`config.mk`:
```
export PLATFORM = sky130hd
export DESIGN_NAME = board_ctl_regs
export DESIGN_NICKNAME = d
export VERILOG_FILES = /design/src/rtl/board_ctl_pkg.sv /design/src/rtl/bcr_led_ctl.sv /design/src/rtl/bcr_i2c_port.sv /design/src/rtl/bcr_misc_ctl.sv /design/src/rtl/board_ctl_regs.sv
export SDC_FILE = /design/constraint.sdc
export NUM_CORES = 1
export LEC_CHECK = 0
export ABC_AREA = 0
export CORE_MARGIN = 8
export CORE_UTILIZATION = 35
export CTS_BUF_LIST = sky130_fd_sc_hd__clkbuf_8
export DETAILED_ROUTE_END_ITERATION = 10
export PLACE_DENSITY = 0.85
export SYNTH_ARGS = -nofsm -noshare
export SYNTH_HDL_FRONTEND = slang
export SYNTH_SLANG_ARGS = --single-unit
```
`constraint.sdc`:
```
create_clock -name clk -period 1.1 [get_ports clk]
set_clock_uncertainty 0.2 [all_clocks]
set_input_delay 0.22 -clock clk [delete_from_list [all_inputs] [get_ports clk]]
set_output_delay 0.22 -clock clk [all_outputs]
set_load 0.005 [all_outputs]
```
`src/rtl/board_ctl_pkg.sv`:
```
package board_ctl_pkg;

    localparam int SEL_W = 2;

    localparam logic [SEL_W-1:0] SEL_LED  = 2'd0;
    localparam logic [SEL_W-1:0] SEL_I2C  = 2'd1;
    localparam logic [SEL_W-1:0] SEL_CTRL = 2'd2;
    localparam logic [SEL_W-1:0] SEL_CFG  = 2'd3;

    // writable bits of each register
    localparam logic [7:0] LED_WMASK  = 8'hF0;
    localparam logic [7:0] I2C_WMASK  = 8'h50;
    localparam logic [7:0] CTRL_WMASK = 8'h03;

    localparam int KICK_BIT = 0;
    localparam int BANK_BIT = 1;

    typedef enum logic [1:0] {
        LM_OFF   = 2'b00,
        LM_ON    = 2'b01,
        LM_CE    = 2'b10,
        LM_FLASH = 2'b11
    } led_mode_e;

    typedef struct packed {
        logic [1:0] red;
        led_mode_e  green;
    } led_cfg_t;

    localparam led_cfg_t LED_RESET = '{red: 2'b00, green: LM_FLASH};

    typedef struct packed {
        logic led;
        logic i2c;
        logic ctrl;
        logic cfg;
    } reg_sel_t;

    function automatic reg_sel_t decode_sel(input logic hit, input logic [SEL_W-1:0] sel);
        reg_sel_t s;
        s.led  = hit && (sel == SEL_LED);
        s.i2c  = hit && (sel == SEL_I2C);
        s.ctrl = hit && (sel == SEL_CTRL);
        s.cfg  = hit && (sel == SEL_CFG);
        return s;
    endfunction

    function automatic logic green_lit(input led_mode_e m, input logic ce, input logic fl);
        case (m)
            LM_ON:    return 1'b1;
            LM_CE:    return ce;
            LM_FLASH: return fl;
            default:  return 1'b0;
        endcase
    endfunction

endpackage

```
`src/rtl/bcr_led_ctl.sv`:
```
module bcr_led_ctl
    import board_ctl_pkg::*;
(
    input  logic       clk,
    input  logic       rst,
    input  logic       wr_en,
    input  logic [7:0] wdata,
    input  logic       ce_active,
    input  logic       flash_access,
    output logic [7:0] rd_byte,
    output logic       led_red,
    output logic       led_green
);
    led_cfg_t   cfg_q;
    logic       ce_q;
    logic       fl_q;
    logic [7:0] wmasked;

    assign wmasked = wdata & LED_WMASK;

    always_ff @(posedge clk) begin
        if (rst) begin
            cfg_q <= LED_RESET;
            ce_q  <= 1'b0;
            fl_q  <= 1'b0;
        end else begin
            ce_q <= ce_active;
            fl_q <= flash_access;
            if (wr_en) begin
                cfg_q <= led_cfg_t'(wmasked[7:4]);
            end
        end
    end

    assign rd_byte   = {cfg_q, 4'b0000};
    assign led_red   = (cfg_q.red == 2'b01);
    assign led_green = green_lit(cfg_q.green, ce_q, fl_q);

endmodule

```
`src/rtl/bcr_i2c_port.sv`:
```
module bcr_i2c_port
    import board_ctl_pkg::*;
#(
    parameter int SYNC_STAGES = 2
) (
    input  logic       clk,
    input  logic       rst,
    input  logic       wr_en,
    input  logic [7:0] wdata,
    input  logic       sda_in,
    input  logic       scl_in,
    output logic       sda_pull,
    output logic       scl_pull,
    output logic [7:0] rd_byte
);
    localparam int LAST = SYNC_STAGES - 1;

    logic                   sda_ctl_q;
    logic                   scl_ctl_q;
    logic [SYNC_STAGES-1:0] sda_sync;
    logic [SYNC_STAGES-1:0] scl_sync;
    logic [7:0]             wmasked;

    assign wmasked = wdata & I2C_WMASK;

    generate
        if (SYNC_STAGES == 1) begin : g_one
            always_ff @(posedge clk) begin
                if (rst) begin
                    sda_sync <= '1;
                    scl_sync <= '1;
                end else begin
                    sda_sync <= sda_in;
                    scl_sync <= scl_in;
                end
            end
        end else begin : g_chain
            always_ff @(posedge clk) begin
                if (rst) begin
                    sda_sync <= '1;
                    scl_sync <= '1;
                end else begin
                    sda_sync <= {sda_sync[SYNC_STAGES-2:0], sda_in};
                    scl_sync <= {scl_sync[SYNC_STAGES-2:0], scl_in};
                end
            end
        end
    endgenerate

    always_ff @(posedge clk) begin
        if (rst) begin
            sda_ctl_q <= 1'b1;
            scl_ctl_q <= 1'b1;
        end else if (wr_en) begin
            sda_ctl_q <= wmasked[6];
            scl_ctl_q <= wmasked[4];
        end
    end

    assign sda_pull = ~sda_ctl_q;
    assign scl_pull = ~scl_ctl_q;
    assign rd_byte  = {sda_sync[LAST], sda_ctl_q, scl_sync[LAST], scl_ctl_q, 4'b0000};

endmodule

```
`src/rtl/bcr_misc_ctl.sv`:
```
module bcr_misc_ctl
    import board_ctl_pkg::*;
(
    input  logic       clk,
    input  logic       rst,
    input  logic       wr_en,
    input  logic [7:0] wdata,
    input  logic       speed_strap,
    output logic       wdog_kick,
    output logic       flash_hi_addr,
    output logic [7:0] ctrl_rd,
    output logic [7:0] cfg_rd
);
    logic [7:0] wmasked;
    logic       bank_q;
    logic       kick_q;

    assign wmasked = wdata & CTRL_WMASK;

    always_ff @(posedge clk) begin
        if (rst) begin
            bank_q <= 1'b0;
            kick_q <= 1'b0;
        end else begin
            kick_q <= wr_en && wmasked[KICK_BIT];
            if (wr_en) begin
                bank_q <= wmasked[BANK_BIT];
            end
        end
    end

    assign wdog_kick     = kick_q;
    assign flash_hi_addr = bank_q;
    assign ctrl_rd       = {6'b0, bank_q, 1'b0};
    assign cfg_rd        = {7'b0, speed_strap};

endmodule

```
`src/rtl/board_ctl_regs.sv`:
```
module board_ctl_regs
    import board_ctl_pkg::*;
#(
    parameter int ADDR_W      = 4,
    parameter int SYNC_STAGES = 2
) (
    input  logic              clk,
    input  logic              rst,
    input  logic              bus_cs,
    input  logic              bus_we,
    input  logic              bus_re,
    input  logic [ADDR_W-1:0] bus_addr,
    input  logic [7:0]        bus_wdata,
    output logic [7:0]        bus_rdata,
    input  logic              ce_active,
    input  logic              flash_access,
    input  logic              speed_strap,
    input  logic              sda_in,
    input  logic              scl_in,
    output logic              sda_pull,
    output logic              scl_pull,
    output logic              wdog_kick,
    output logic              flash_hi_addr,
    output logic              led_red,
    output logic              led_green
);
    logic       addr_hit;
    reg_sel_t   sel;
    logic       wr;
    logic       rd;
    logic [7:0] led_rd;
    logic [7:0] i2c_rd;
    logic [7:0] ctrl_rd;
    logic [7:0] cfg_rd;

    assign addr_hit = ((bus_addr >> SEL_W) == '0);
    assign sel      = decode_sel(addr_hit, bus_addr[SEL_W-1:0]);
    assign wr       = bus_cs && bus_we;
    assign rd       = bus_cs && bus_re;

    bcr_led_ctl u_led (
        .clk          (clk),
        .rst          (rst),
        .wr_en        (wr && sel.led),
        .wdata        (bus_wdata),
        .ce_active    (ce_active),
        .flash_access (flash_access),
        .rd_byte      (led_rd),
        .led_red      (led_red),
        .led_green    (led_green)
    );

    bcr_i2c_port #(.SYNC_STAGES(SYNC_STAGES)) u_i2c (
        .clk      (clk),
        .rst      (rst),
        .wr_en    (wr && sel.i2c),
        .wdata    (bus_wdata),
        .sda_in   (sda_in),
        .scl_in   (scl_in),
        .sda_pull (sda_pull),
        .scl_pull (scl_pull),
        .rd_byte  (i2c_rd)
    );

    bcr_misc_ctl u_misc (
        .clk           (clk),
        .rst           (rst),
        .wr_en         (wr && sel.ctrl),
        .wdata         (bus_wdata),
        .speed_strap   (speed_strap),
        .wdog_kick     (wdog_kick),
        .flash_hi_addr (flash_hi_addr),
        .ctrl_rd       (ctrl_rd),
        .cfg_rd        (cfg_rd)
    );

    always_comb begin
        bus_rdata = 8'h00;
        if (rd) begin
            unique case (1'b1)
                sel.led:  bus_rdata = led_rd;
                sel.i2c:  bus_rdata = i2c_rd;
                sel.ctrl: bus_rdata = ctrl_rd;
                sel.cfg:  bus_rdata = cfg_rd;
                default:  bus_rdata = 8'h00;
            endcase
        end
    end

endmodule

```
==> impl_metrics.yaml <==
pwr:
  p_seq_frac: 0.460
  swShare: 0.216
  p_leak_nw: 0.568
  p_comb_frac: 0.184
  power_mw: 1.13
  irDropWorstVdd_mv: 1.07
  p_switching_mw: 0.245
  p_int_mw: 0.889
  power_density_nw_per_um2: 908
  clkPwrFrac: 0.356
routing:
  drcViolationCount: 0
  drt-total-wl_um: 2080
  ant_nets: 0
  wire_per_inst_um: 14.2
  viasPerCell: 4.50
  dr.first_iter.drc_count: 8
  num_vias: 662
  dr.pass1.iters: 4
synthesis:
  synthTopCellsByArea: "dfxtp_1 (42%), mux2i_1 (17%), nor2_1 (7.4%), nand2b_1 (5.7%), or2_2 (3.8%)"
  ys_types: 21
  syn_area_sq_um: 663
  yosysMostFrequentCell: "dfxtp_1"
  yosys.area.top_type: "dfxtp_1"
  yosys_warnings: 0
  ys.flop_type: "dfxtp_1"
  ys_seq_elements: 14
  synthArstFlopShare: 0
  syn_inst: 73
  synth-edff-count: 0
  postSynthAreaPerCell_sq_um: 9.08
  synth.top_cell.area_share: 0.423
  synthTopCellsByCount: "dfxtp_1 (14), nor2_1 (13), mux2i_1 (11)"
  ys_seq_area_frac: 0.423
final_layout:
  fill_cells: 154
  layout.nets: 146
  final_area_sq_um: 1250
  antenna_cells: 0
  drive_gt1_frac: 0.549
  seq_area_sq_um: 293
  multi_input_area_sq_um: 420
  area_growth_pct: 88.3
  final_cells: 147
worst_setup_path:
  crit_fanout: 3
  critPathArrivalTime_ps: 1080
  r2r_slack_ps: 110
  rr_worst_depth: 3
  worstSetupEndpointType: "output port"
  r2r_start: "u_i2c.sda_ctl_q"
  critPathLaunch: "bus_addr[1]"
  cp-endpoint: "bus_rdata[6]"
  critPathLaunchType: "primary input"
  r2r_end: "u_i2c.sda_ctl_q"
  worstPathRequired_ps: 680
  criticalPathCategory: "primary input to output port"
cts:
  h-tree-depth: 1
  clk_latency_ps: 240
  holdBufCountCts: 0
  cts_tree: "done"
  cts.path.max_buffers: 2
  tritoncts.num_buffers: 3
  clkSlewWorstSetupHoldPaths_ps: 50
  cts.sinks: 14
  clockRootBuffer: "clkbuf_8"
floorplan:
  io_pins: 36
  die_w_um: 59.5
  rows: 15
  core-area_sq_um: 1760
  start_util: 0.376
  die_y_um: 59.5
  fp.dieArea_sq_um: 3540
placement:
  io_buffers: 31
  dp_hpwl_um: 1380
  place_area_sq_um: 1060
  gp_congestion: 0.755
  dp.cells: 134
sta:
  maxSlewViolCount: 0
  setup_slack_ps: -399
  period_needed_ps: 1500
  rsz0062_at_grt: "true"
  setup-violations-final: 15
  fmaxAchievable_mhz: 667
  period_share: 1.36
  finalHoldViolCount: 0
grt:
  groute.usage.overall: 0.122
  grt_max_degree: 12
  antenna_found_initial: 0
  met3_usage: 0.0477
  grt-ovfl-total: 0
  grtUsageMet2: 0.222
  first_global_vias: 724
  grt.met1_usage: 0.127
  top_usage_layer: "met2"
  grt_pass1_wl_um: 3350
job:
  max_cap_violations: 0
run_status:
  status: "finished with violations"
  violations: "negative setup slack"
min_path:
  hold_path.class: "flip-flop to flip-flop"
## power by group through the flow
| stage | clock network, mW | logic [mW] | registers, mW |
|---|---|---|---|
| 2_1_floorplan | 0 | 0.0663 | 0.534 |
| 6_report | 0.403 | 0.209 | 0.522 |
| 4_1_cts | 0.416 | 0.207 | 0.526 |
| 3_3_place_gp | 0 | 0.166 | 0.534 |
| 3_5_place_dp | 0 | 0.170 | 0.535 |
| 5_1_grt | 0.439 | 0.225 | 0.522 |
## per-stage QoR
step	utilization	hold slack, ps	setup slack [ps]	TNS, ps
after floorplan	-	124	-72.8	-370
after global placement	0.603	191	-1070	-14550
after detailed placement	0.603	193	-1110	-15020
after CTS	0.709	206	-374	-2980
after global routing	0.708	232	-433	-3520
final	0.708	205	-399	-2790
## layout by cell type (no fill, tap or decap)
cell type and count:
a21oi_2 1, a31oi_1 1, and3b_1 1, buf_2 11, buf_4 9, buf_6 14, buf_8 2, clkbuf_8 3
clkdlybuf4s15_2 1, clkdlybuf4s50_1 10, conb_1 2, dfxtp_1 8, dfxtp_2 4, dfxtp_4 2, dlygate4sd2_1 3, inv_1 2
inv_2 2, mux2i_1 10, mux2i_4 1, nand2_2 2, nand2b_1 6, nand3_2 1, nand4_1 2, nor2_1 8
nor2_2 3, nor2_4 2, nor2b_1 2, nor2b_4 1, nor3_4 1, nor3b_2 1, nor3b_4 1, nor4b_4 1
or2_2 4
## kinds of logic after synthesis
| logic type | synth area share |
|---|---|
| other | 0.00565 |
| buffers and inverters | 0.0641 |
| DFF | 0.423 |
| AOI/OAI and AO/OA | 0.0170 |
| and+or+nand+nor | 0.325 |
| muxes | 0.166 |
## worst min path at each step
| stage | endpoint | start | cells after the start |
|---|---|---|---|
| 6_report | u_i2c.scl_sync[1] | u_i2c.scl_sync[0] | 1 |
| 4_1_cts | u_i2c.scl_sync[1] | u_i2c.scl_sync[0] | 1 |
| 3_3_place_gp | u_i2c.scl_sync[1] | u_i2c.scl_sync[0] | 1 |
| 3_5_place_dp | u_i2c.scl_sync[1] | u_i2c.scl_sync[0] | 1 |
| 5_1_grt | u_i2c.scl_sync[1] | u_i2c.scl_sync[0] | 1 |
| 2_1_floorplan | u_i2c.scl_sync[0] | scl_in | 1 |
## final cells by class
type / instances / area share
clock buffer: 3 / 0.0331
multi-input combinational: 51 / 0.337
sequential: 14 / 0.234
tap: 25 / 0.0251
timing repair buffer: 50 / 0.359
inverter: 4 / 0.0120
## per-layer routing
metal  share of wire  wire (um)  up-vias
li1                -          -      331
met1            0.38        795      306
met2            0.53       1110       25
met3           0.084        175        0
met4               0          0        0
met5               0          0        -
## sequential cells by signal, indices dropped and copies added, names as in the netlist
register / cells
u_led.rd_byte: 4
u_i2c.scl_sync: 2
u_i2c.sda_sync: 2
u_i2c.scl_ctl_q: 1
u_i2c.sda_ctl_q: 1
u_led.ce_q: 1
u_led.fl_q: 1
u_misc.flash_hi_addr: 1
u_misc.wdog_kick: 1
## critical path, stage by stage
cell	delay (ps)
buf_8	100
nor3_4	190
nand3_2	130
buf_6	140
buf_6	110
nor2_4	70
buf_2	120
## repair_timing
item | in CTS | in global routing
buffers inserted | 13 | 1
pin swaps | 12 | 6
gates resized for setup | 112 | 9
setup endpoints to repair | 24 | 18
hold endpoints to repair | 0 | 0
gates cloned | 0 | 0
Power figures use the tool's default switching activity.
